$ cat src/rtl/ser_ctl_port.sv
module ser_ctl_port #(
  parameter int          DW    = 24,
  parameter int          CW    = 20,
  parameter int          PW    = 2,
  parameter logic [7:0]  CODE_A  = 8'h82,
  parameter logic [7:0]  CODE_B  = 8'h92,
  parameter logic [7:0]  CODE_C  = 8'hB2,
  parameter logic [7:0]  CODE_RD = 8'hA2
) (
  input  logic          clk,
  input  logic          rst_n,
  input  logic          ce_in,
  input  logic          sclk_in,
  input  logic          di_in,
  output logic          do_lo,
  output logic [DW-1:0] latch_a,
  output logic [DW-1:0] latch_b,
  output logic [DW-1:0] latch_c,
  input  logic [PW-1:0] st_port,
  input  logic          st_unlock,
  input  logic [CW-1:0] st_count,
  input  logic          st_src
);
  localparam int RW = PW + CW + 2;
  localparam int BW = $clog2(DW + 1);

  typedef enum logic [2:0] {M_ADDR, M_WA, M_WB, M_WC, M_RD, M_IGN} mode_t;

  logic [2:0]    ce_q, ck_q;
  logic [1:0]    di_q;
  logic [7:0]    addr_sr;
  logic [DW-1:0] wr_sr;
  logic [RW-1:0] rd_sr;
  logic [BW-1:0] cnt;
  mode_t         mode;

  wire ce_rise  = ce_q[1] & ~ce_q[2];
  wire ce_fall  = ~ce_q[1] & ce_q[2];
  wire sck_rise = ck_q[1] & ~ck_q[2];
  wire sck_fall = ~ck_q[1] & ck_q[2];
  wire di_s     = di_q[1];
  wire is_wr    = (mode == M_WA) || (mode == M_WB) || (mode == M_WC);
  wire full     = (cnt == BW'(DW));

  wire [7:0] code = {addr_sr[4], addr_sr[5], addr_sr[6], addr_sr[7],
                     addr_sr[0], addr_sr[1], addr_sr[2], addr_sr[3]};

  assign do_lo = (mode == M_RD) & ~rd_sr[RW-1];

  always_ff @(posedge clk or negedge rst_n) begin
    if (!rst_n) begin
      ce_q <= '0;
      ck_q <= '0;
      di_q <= '0;
    end else begin
      ce_q <= {ce_q[1:0], ce_in};
      ck_q <= {ck_q[1:0], sclk_in};
      di_q <= {di_q[0], di_in};
    end
  end

  always_ff @(posedge clk or negedge rst_n) begin
    if (!rst_n) begin
      mode    <= M_ADDR;
      addr_sr <= '0;
      wr_sr   <= '0;
      rd_sr   <= '1;
      cnt     <= '0;
      latch_a <= '0;
      latch_b <= '0;
      latch_c <= '0;
    end else if (ce_rise) begin
      cnt <= '0;
      if (code == CODE_A)       mode <= M_WA;
      else if (code == CODE_B)  mode <= M_WB;
      else if (code == CODE_C)  mode <= M_WC;
      else if (code == CODE_RD) begin
        mode  <= M_RD;
        rd_sr <= {st_port, st_unlock, st_count, st_src};
      end else                  mode <= M_IGN;
    end else if (ce_fall) begin
      if (full) begin
        if (mode == M_WA) latch_a <= wr_sr;
        if (mode == M_WB) latch_b <= wr_sr;
        if (mode == M_WC) latch_c <= wr_sr;
      end
      mode    <= M_ADDR;
      addr_sr <= '0;
    end else if (sck_rise) begin
      if (mode == M_ADDR) addr_sr <= {addr_sr[6:0], di_s};
      else if (is_wr && !full) begin
        wr_sr[cnt] <= di_s;
        cnt        <= cnt + 1'b1;
      end
    end else if (sck_fall && mode == M_RD) begin
      rd_sr <= {rd_sr[RW-2:0], 1'b1};
    end
  end
endmodule

$ cat config.mk
export PLATFORM = sky130hd
export DESIGN_NAME = ser_ctl_port
export DESIGN_NICKNAME = d
export VERILOG_FILES = /design/src/rtl/ser_ctl_port.sv
export SDC_FILE = /design/constraint.sdc
export NUM_CORES = 1
export LEC_CHECK = 0
export BUFFER_PORTS_ARGS = -buffer_cell sky130_fd_sc_hd__buf_2
export CORE_ASPECT_RATIO = 1.1
export CORE_UTILIZATION = 35
export DETAILED_ROUTE_END_ITERATION = 12
export PLACE_DENSITY = 0.53
export SLEW_MARGIN = 20
export SYNTH_ARGS = -nofsm -noshare
export SYNTH_HDL_FRONTEND = slang
export SYNTH_SLANG_ARGS = --single-unit
$ cat constraint.sdc
create_clock -name clk -period 2.5 [get_ports clk]
set_clock_uncertainty 0.15 [all_clocks]
set_input_delay 0.125 -clock clk [delete_from_list [all_inputs] [get_ports clk]]
set_output_delay 0.125 -clock clk [all_outputs]
set_load 0.03 [all_outputs]
==> flow_summary.yaml, run 1 <==
floorplanning:
  dieHeight_um: 139
  die_width_um: 127
  die_area_sq_mm: 0.0176
  initial_core_util_pct: 36.1
  row_count: 49
  core_area_sq_mm: 0.0166
  ios: 102
route:
  drtPass1Iterations: 4
  viasPerCell: 5.00
  vias: 3977
  drtAntennaViolNets: 0
  wl_per_cell_um: 15.8
  routed_wl_mm: 12.6
  drcViolationCount: 0
  drt_iter0_drc: 139
layout:
  final_common_cell: "dfrtp_1"
  syn_to_final_growth_pct: 28.8
  final_area_sq_mm: 0.00770
  layout.cells.non_filler: 796
  antenna_cells: 0
  nets: 615
  layout_common_cells: "120 x dfrtp_1, 100 x buf_2, 66 x mux2_2"
  drive_gt1_share_pct: 41.7
timing:
  totalNegativeSetupSlack_ps: 0
  min_period_ps: 2280
  setup_viol: 0
  rsz0062_at_grt: "false"
  final-hold-violation-count: 0
  finalCritPeriodShare_pct: 91.1
  maxSlewHeadroom_pct: 50.6
  worst_pin_slew_ps: 741
  setup_ws_ps: 222
  fmax_mhz: 439
  finalMaxSlewViolations: 0
logic_synthesis:
  synth_area_sq_mm: 0.00598
  yosys.area.top_type_share_pct: 50.2
  synth_warnings: 0
  yosysTopAreaCell: "dfrtp_1"
  synth-main-ff-cell: "dfrtp_1"
  avgSynthCellArea_sq_um: 13.7
  async_flop_share_pct: 100
  synthCells: 435
  ys_types: 40
  ys_ff_latch: 144
  synth_nets: 470
  synth_edf_count: 0
  seq_area_frac_synth_pct: 60.8
  synth_area_leaders: "dfrtp_1 50%, mux2_2 12%, dfstp_2 11%"
cts:
  clk_pin_slew_ps: 60
  cts.sinks: 144
  clk_latency_ps: 420
  numCtsBuffers: 17
  ctsHtreeMaxLevel: 4
  cts_tree: "built"
  root_buffer: "clkbuf_16"
  clock_path_buffers: 2
critical_path:
  crit_type: "flop to flop"
  cpPeakStageDelay_ps: 430
  arrival_ps: 2430
  worstPathMaxFanout: 12
  worstRegToRegCells: 7
  start_kind: "flop"
  endpoint_kind: "flop"
  worstPathCellList: "inv_1 -> ha_1 -> and4b_1 -> nand3b_1 -> nor3_4 -> buf_4 -> mux2_2"
  slowest_stage: "dfrtp_1"
  crit_required_ps: 2650
grt:
  first_global_vias: 4179
  track_usage_pct: 15.5
  top_usage_layer: "met2"
  grt_max_degree: 79
  use_met2_pct: 25.7
  grt_first_pass_wirelength_mm: 21.3
  met1_usage_pct: 19.2
  met3_usage_pct: 4.09
  antenna_found_initial: 0
  grt-ovfl-total: 0
job:
  maxCapViolCount: 0
pwr:
  ir_drop_uv: 419
  totalPowerFinal_mw: 5.76
  p_leak_nw: 3.84
  powerDensity_mw_per_mm2: 748
placed_design:
  dp.cells: 737
  gp_congestion: 0.769
  io_buffer_count: 101
  dpl_cell_area_sq_mm: 0.00683
  pre_cts_slack_ps: 216
  dp_hpwl_mm: 8.32
hold_path:
  hp-class: "input port to asynchronous set/reset pin"
status:
  status: "finished clean"
==> synth_stat cells (2+ instances only) <==
library cell	count
a21oi_1	2
a31oi_1	2
buf_2	8
buf_4	3
buf_6	3
clkbuf_1	10
dfrtp_1	120
dfstp_2	24
ha_1	6
inv_1	15
mux2_1	30
mux2_2	66
nand2_1	12
nand2b_1	3
nand3_1	22
nand3b_1	2
nand4_1	5
nor2_1	7
nor2b_1	3
nor3_1	3
nor3b_1	3
nor4b_1	2
o21a_1	23
o21ai_0	15
o22a_1	23
o41ai_1	8
or2_1	2
==> metal layers <==
metal	routed length, um	up-vias
met4	211	0
li1	-	1869
met3	534	14
met1	5660	2000
met5	0	-
met2	6150	94
==> cells by family after synthesis <==
family,Yosys count,share of synthesized area (%)
adder cells (fa/ha/maj),6,1.26
flip-flops,144,60.8
multiplexers,97,18.2
AO/OA/AOI/OAI,75,9.39
XOR/XNOR,1,0.146
AND/OR/NAND/NOR,71,6.80
buffers and inverters,41,3.41
==> critical path: cells and delay by family, from the launching register on <==
kind	cells	cell delay [ps]
AND/OR/NAND/NOR	3	650
flip-flops	1	430
buffers and inverters	2	390
multiplexers	1	370
adder cells (fa/ha/maj)	1	170
==> sequential cells by signal, indices dropped and copies added, names as in the netlist <==
name,flops
rd_sr,24
ck_q,3
wr_sr,24
ce_q,3
addr_sr,8
latch_a,24
latch_c,24
cnt,5
di_q,2
latch_b,24
mode,3
==> final cells by class <==
cell class | count | area [sq um]
sequential | 144 | 3630
tap | 204 | 255
clock buffer | 20 | 447
inverter | 15 | 56.3
timing repair buffer | 152 | 1010
multi-input combinational | 250 | 2160
fill | 1502 | 8850
clock inverter | 11 | 140
==> path summary, 6_finish.rpt <==
check | from | end | slack [ps]
max in group asynchronous | rst_n | rd_sr[6] | 1310
min in group clk | ck_q[0] | ck_q[1] | 190
setup / recovery | cnt[0] | latch_b[19] | 220
setup reg to reg | cnt[0] | latch_b[19] | 220
hold / removal | rst_n | latch_a[9] | 190
hold reg to reg | ck_q[0] | ck_q[1] | 190
==> power by group <==
part           internal [mW]  total, mW  switching [mW]
Combinational          0.234      0.431           0.197
Sequential              2.66       2.80           0.136
Clock                   1.58       2.53           0.952
==> stage by stage <==
| stage | hold WS [ps] | util (%) |
|---|---|---|
| 6_report | 186 | 46.5 |
| 5_1_grt | 196 | 46.5 |
| 4_1_cts | 180 | 46.5 |
| 3_5_place_dp | 75.0 | 41.3 |
| 3_3_place_gp | 63.2 | 41.3 |
| 2_1_floorplan | -321 | - |
==> what timing repair did <==
item	in CTS	in global routing
hold buffers	28	0
setup buffers	0	0
hold endpoints to repair	92	0
resized for setup	0	1
endpoints found under the setup margin	0	2
(Power assumes the default switching activity.)
==> inputs of run 2 (changes only) <==
--- a/config.mk
+++ b/config.mk
@@ -7,9 +7,9 @@
 export LEC_CHECK = 0
 export BUFFER_PORTS_ARGS = -buffer_cell sky130_fd_sc_hd__buf_2
 export CORE_ASPECT_RATIO = 1.1
-export CORE_UTILIZATION = 35
+export CORE_UTILIZATION = 56
 export DETAILED_ROUTE_END_ITERATION = 12
-export PLACE_DENSITY = 0.53
+export PLACE_DENSITY = 0.79
 export SLEW_MARGIN = 20
 export SYNTH_ARGS = -nofsm -noshare
 export SYNTH_HDL_FRONTEND = slang
==> run 2 against run 1 <==
Compared with the run above:
- setup slack lost 14 ps
- final area shrank 0.83%
- sequential share of layout area rose by 0.39 points
- non-clock buffer count down 4
- total power rose by 2.5%
- first-iteration DRC count up 40%
- count of clock-buffer cells in the layout is 2 higher
- via count rose by 2.6%
- register-to-register slack about the same
- largest cell class unchanged
==> flow_summary.yaml, run 2 (synthesized netlist as in run 1, its figures left out) <==
status:
  status: "finished clean"
pwr:
  p_switching_mw: 1.27
  ir_drop_uv: 673
  combPwrFrac_pct: 7.4
  p_leak_nw: 3.85
  sw_frac_of_total_pct: 21.5
  p_seq_share_pct: 47.7
  powerDensity_mw_per_mm2: 773
  clockPowerShare_pct: 45.0
  p_int_mw: 4.64
floorplanning:
  die_area_sq_mm: 0.0111
  core_area_sq_mm: 0.0104
  ios: 102
  initial_core_util_pct: 57.5
  die_width_um: 101
  dieHeight_um: 110
  row_count: 39
timing:
  maxSlewHeadroom_pct: 34.9
  final-hold-violation-count: 0
  worst_pin_slew_ps: 976
  rsz0062_at_grt: "false"
  totalNegativeSetupSlack_ps: 0
  min_period_ps: 2290
  setup_viol: 0
  finalCritPeriodShare_pct: 91.7
  finalMaxSlewViolations: 0
  fmax_mhz: 436
route:
  dr.max_layer_used: "met4"
  vias: 4080
  drt_iter0_drc: 194
  dr_wl_met2_mm: 6.91
  wl_met3_um: 464
  drtPass1Iterations: 4
  viasPerCell: 5.57
  drcViolationCount: 0
  wl_met1_mm: 5.31
  drtAntennaViolNets: 0
  wl_per_cell_um: 17.6
  routed_wl_mm: 12.9
grt:
  track_usage_pct: 24.8
  first_global_vias: 4197
  grt-ovfl-total: 0
  grt_first_pass_wirelength_mm: 20.7
  antenna_found_initial: 0
  grt_max_degree: 62
critical_path:
  start_kind: "flop"
  worstRegToRegCells: 8
  r2r-end: "rd_sr[10]"
  crit_type: "flop to flop"
  crit_required_ps: 2710
  arrival_ps: 2500
  r2r_slack_ps: 210
  endpoint_kind: "flop"
  worstPathMaxFanout: 17
  timing.rr.start: "ce_q[1]"
placed_design:
  dp_hpwl_mm: 8.03
  gp_congestion: 0.796
  dpl_cell_area_sq_mm: 0.00673
  io_buffer_count: 101
layout:
  fillers: 664
  final_area_sq_mm: 0.00764
  syn_to_final_growth_pct: 27.7
  multi_input_area_sq_mm: 0.00215
  antenna_cells: 0
  layout_common_cells: "120 x dfrtp_1, 100 x buf_2, 66 x mux2_2"
  final_common_cell: "dfrtp_1"
  nets: 611
  seqCellArea_sq_mm: 0.00363
  drive_gt1_share_pct: 41.3
cts:
  ctsHtreeMaxLevel: 4
  root_buffer: "clkbuf_16"
  cts_tree: "built"
  numCtsBuffers: 17
  clk_pin_slew_ps: 60
  clock_path_buffers: 2
  clk_latency_ps: 420
  cts.sinks: 144
job:
  maxCapViolCount: 0
hold_path:
  hp-class: "input port to asynchronous set/reset pin"
## run 2: worst max-delay path, stage by stage (launching register included)
cell and delay, ps:
dfrtp_1 380, inv_1 60, ha_1 210, buf_4 200, nor4b_1 390, nand3_1 200
nand2_1 290, buf_4 230, o21a_1 130
## run 2: through the flow
step                      utilization [%]  hold WS [ps]  worst slack (ps)  instances  power [mW]
after floorplan                         -          -321               190        435        3.06
after global placement               64.7         -10.9               353        672        3.19
after detailed placement             64.7         -13.0               285        672        3.23
after CTS                            73.5           121               230        732        5.92
after global routing                 73.5           138              51.6        732        6.12
final                                73.5           101               209        732        5.90
## run 2: area by class of cell
type	instances	area share [%]
clock inverters	10	2.08
well taps	143	2.34
inverters	15	0.737
flip-flops and latches	144	47.6
multi-input cells	250	28.2
repair buffers	148	12.9
clock buffers	22	6.21
## run 2: worst max path at each step
stage | slack, ps | endpoint | from
global placement | 350 | wr_sr[1] | cnt[0]
detailed placement | 290 | latch_b[12] | cnt[0]
global route | 50 | addr_sr[0] | ce_q[1]
finish | 210 | rd_sr[10] | ce_q[1]
CTS | 230 | wr_sr[2] | cnt[0]
floorplan | 190 | latch_a[10] | cnt[0]
## run 2: repair_timing
action,in CTS,in global routing
gates resized for setup,0,0
hold endpoints to repair,96,0
hold buffers,28,0
buffers inserted,0,0
## run 2: per-layer routing
| metal | global-route usage (%) | up-vias |
|---|---|---|
| met4 | 10.1 | 0 |
| met2 | 43.2 | 112 |
| li1 | - | 1873 |
| met3 | 6.49 | 18 |
| met1 | 29.3 | 2077 |
| met5 | 0 | - |
## run 2: power by group through the flow
stage / sequential (mW) / combinational (mW) / clock [mW]
floorplan: 2.79 / 0.271 / 0
global placement: 2.82 / 0.370 / 0
detailed placement: 2.84 / 0.395 / 0
CTS: 2.80 / 0.430 / 2.69
global route: 2.83 / 0.482 / 2.80
finish: 2.81 / 0.434 / 2.66
==> inputs of run 3 (changes only) <==
--- a/config.mk
+++ b/config.mk
@@ -6,10 +6,12 @@
 export NUM_CORES = 1
 export LEC_CHECK = 0
 export BUFFER_PORTS_ARGS = -buffer_cell sky130_fd_sc_hd__buf_2
+export CELL_PAD_IN_SITES_DETAIL_PLACEMENT = 1
+export CELL_PAD_IN_SITES_GLOBAL_PLACEMENT = 1
 export CORE_ASPECT_RATIO = 1.1
-export CORE_UTILIZATION = 56
+export CORE_UTILIZATION = 45
 export DETAILED_ROUTE_END_ITERATION = 12
-export PLACE_DENSITY = 0.79
+export PLACE_DENSITY = 0.78
 export SLEW_MARGIN = 20
 export SYNTH_ARGS = -nofsm -noshare
 export SYNTH_HDL_FRONTEND = slang
==> run 3 against run 2 <==
Compared with the run above:
- the run now ends with design-rule violations left
- die area is 24% higher
- sequential cell count stayed put
- first-iteration DRC count is 8.2% lower
- final area is 0.21% lower
- critical path type unchanged
- clock power is 2% lower
- non-clock buffer count is 1 lower
- wire length is 12% higher
==> flow_summary.yaml, run 3 (synthesized netlist as in run 1, its figures left out) <==
cts:
  root_buffer: "clkbuf_16"
  post_cts_buffers: 0
  cts_resized: 0
  numCtsBuffers: 17
  ctsHtreeMaxLevel: 4
  cts.sinks: 144
  cts_tree: "built"
  clk_latency_ps: 420
  ctsHoldBuffers: 28
  clock_path_buffers: 2
  clk_pin_slew_ps: 60
route:
  vias: 4030
  drcViolationCount: 8
  routed_wl_mm: 14.4
  drtAntennaViolNets: 0
  drtPass1Iterations: 8
  viasPerCell: 5.41
  wl_per_cell_um: 19.3
  drt_iter0_drc: 178
layout:
  nets: 610
  antenna_cells: 0
  drive_gt1_share_pct: 41.3
  final_area_sq_mm: 0.00762
  syn_to_final_growth_pct: 27.4
  final_common_cell: "dfrtp_1"
  layout_common_cells: "120 x dfrtp_1, 100 x buf_2, 66 x mux2_2"
floorplanning:
  row_count: 43
  initial_core_util_pct: 46.7
  dieHeight_um: 123
  core_area_sq_mm: 0.0128
  ios: 102
  die_width_um: 112
  die_area_sq_mm: 0.0138
grt:
  grt-ovfl-total: 0
  first_global_vias: 4433
  grt_max_degree: 61
  antenna_found_initial: 0
  track_usage_pct: 22.7
  grt_first_pass_wirelength_mm: 23.6
timing:
  min_period_ps: 2340
  rsz0062_at_grt: "false"
  setup_viol: 0
  finalCritPeriodShare_pct: 93.7
  totalNegativeSetupSlack_ps: 0
  maxSlewHeadroom_pct: 30.6
  finalMaxSlewViolations: 0
  final-hold-violation-count: 0
  worst_pin_slew_ps: 1040
  setup_ws_ps: 159
  fmax_mhz: 427
pwr:
  p_seq_share_pct: 48.0
  combPwrFrac_pct: 7.5
  ir_drop_uv: 457
  p_switching_mw: 1.34
  totalPowerFinal_mw: 5.86
  p_leak_nw: 3.82
  clockPowerShare_pct: 44.4
  p_int_mw: 4.53
  powerDensity_mw_per_mm2: 769
  sw_frac_of_total_pct: 22.8
critical_path:
  crit_required_ps: 2650
  arrival_ps: 2490
  endpoint_kind: "flop"
  crit_type: "flop to flop"
  worstPathMaxFanout: 17
  start_kind: "flop"
  r2r_slack_ps: 160
placed_design:
  dp_hpwl_mm: 9.01
  dpl_cell_area_sq_mm: 0.00674
  io_buffer_count: 101
  gp_congestion: 0.744
  pre_cts_slack_ps: 155
hold_path:
  hp-class: "input port to asynchronous set/reset pin"
status:
  violations: "design-rule violations"
  status: "finished, violations left"
job:
  maxCapViolCount: 0
[run 3: cell types whose count changed in the layout (fill, tap and decap cells not counted), sizes merged]
| cell | delta |
|---|---|
| clkinvlp | +2 |
| buf | -1 |
| clkbuf | -1 |
| bufinv | -1 |
[run 3: metal layers]
metal,wire (um),global-route usage (%),up-vias
li1,-,-,1855
met1,5750,25.4,2070
met2,7900,42.3,84
met3,475,4.90,21
met4,283,9.21,0
met5,0,0,-
[run 3: cell type report]
type,count,area (sq um)
clock inverter,11,136
timing repair buffer,147,977
sequential,144,3630
multi-input combinational,250,2150
fill,1285,5180
clock buffer,21,470
tap,157,196
inverter,15,56.3
[run 3: per-stage QoR]
| stage | cells | hold slack (ps) | utilization, % |
|---|---|---|---|
| 6_report | 745 | 98.3 | 59.5 |
| 2_1_floorplan | 435 | -321 | - |
| 3_5_place_dp | 685 | -13.7 | 52.6 |
| 3_3_place_gp | 685 | -16.9 | 52.6 |
| 4_1_cts | 745 | 106 | 59.5 |
| 5_1_grt | 745 | 143 | 59.5 |
[run 3: worst paths after layout]
kind / start / end / cells after the start
hold reg to reg: ck_q[0] / ck_q[1] / 0
max in group asynchronous: rst_n / latch_a[5] / 3
setup / recovery: cnt[0] / latch_a[11] / 7
setup reg to reg: cnt[0] / latch_a[11] / 7
min in group clk: di_in / di_q[0] / 2
hold / removal: rst_n / latch_c[5] / 2
[run 3: worst max-delay path: stages (launching register included)]
cell and delay [ps]:
dfrtp_1 430, inv_1 130, ha_1 170, and4b_1 350
nand4b_1 170, nor2_2 240, buf_12 210, mux2_2 370
[run 3: power by group through the flow]
| stage | combinational, mW | sequential (mW) | clock, mW |
|---|---|---|---|
| floorplan | 0.271 | 2.79 | 0 |
| global placement | 0.375 | 2.82 | 0 |
| detailed placement | 0.399 | 2.84 | 0 |
| CTS | 0.439 | 2.80 | 2.64 |
| global route | 0.488 | 2.84 | 2.74 |
| finish | 0.441 | 2.82 | 2.60 |
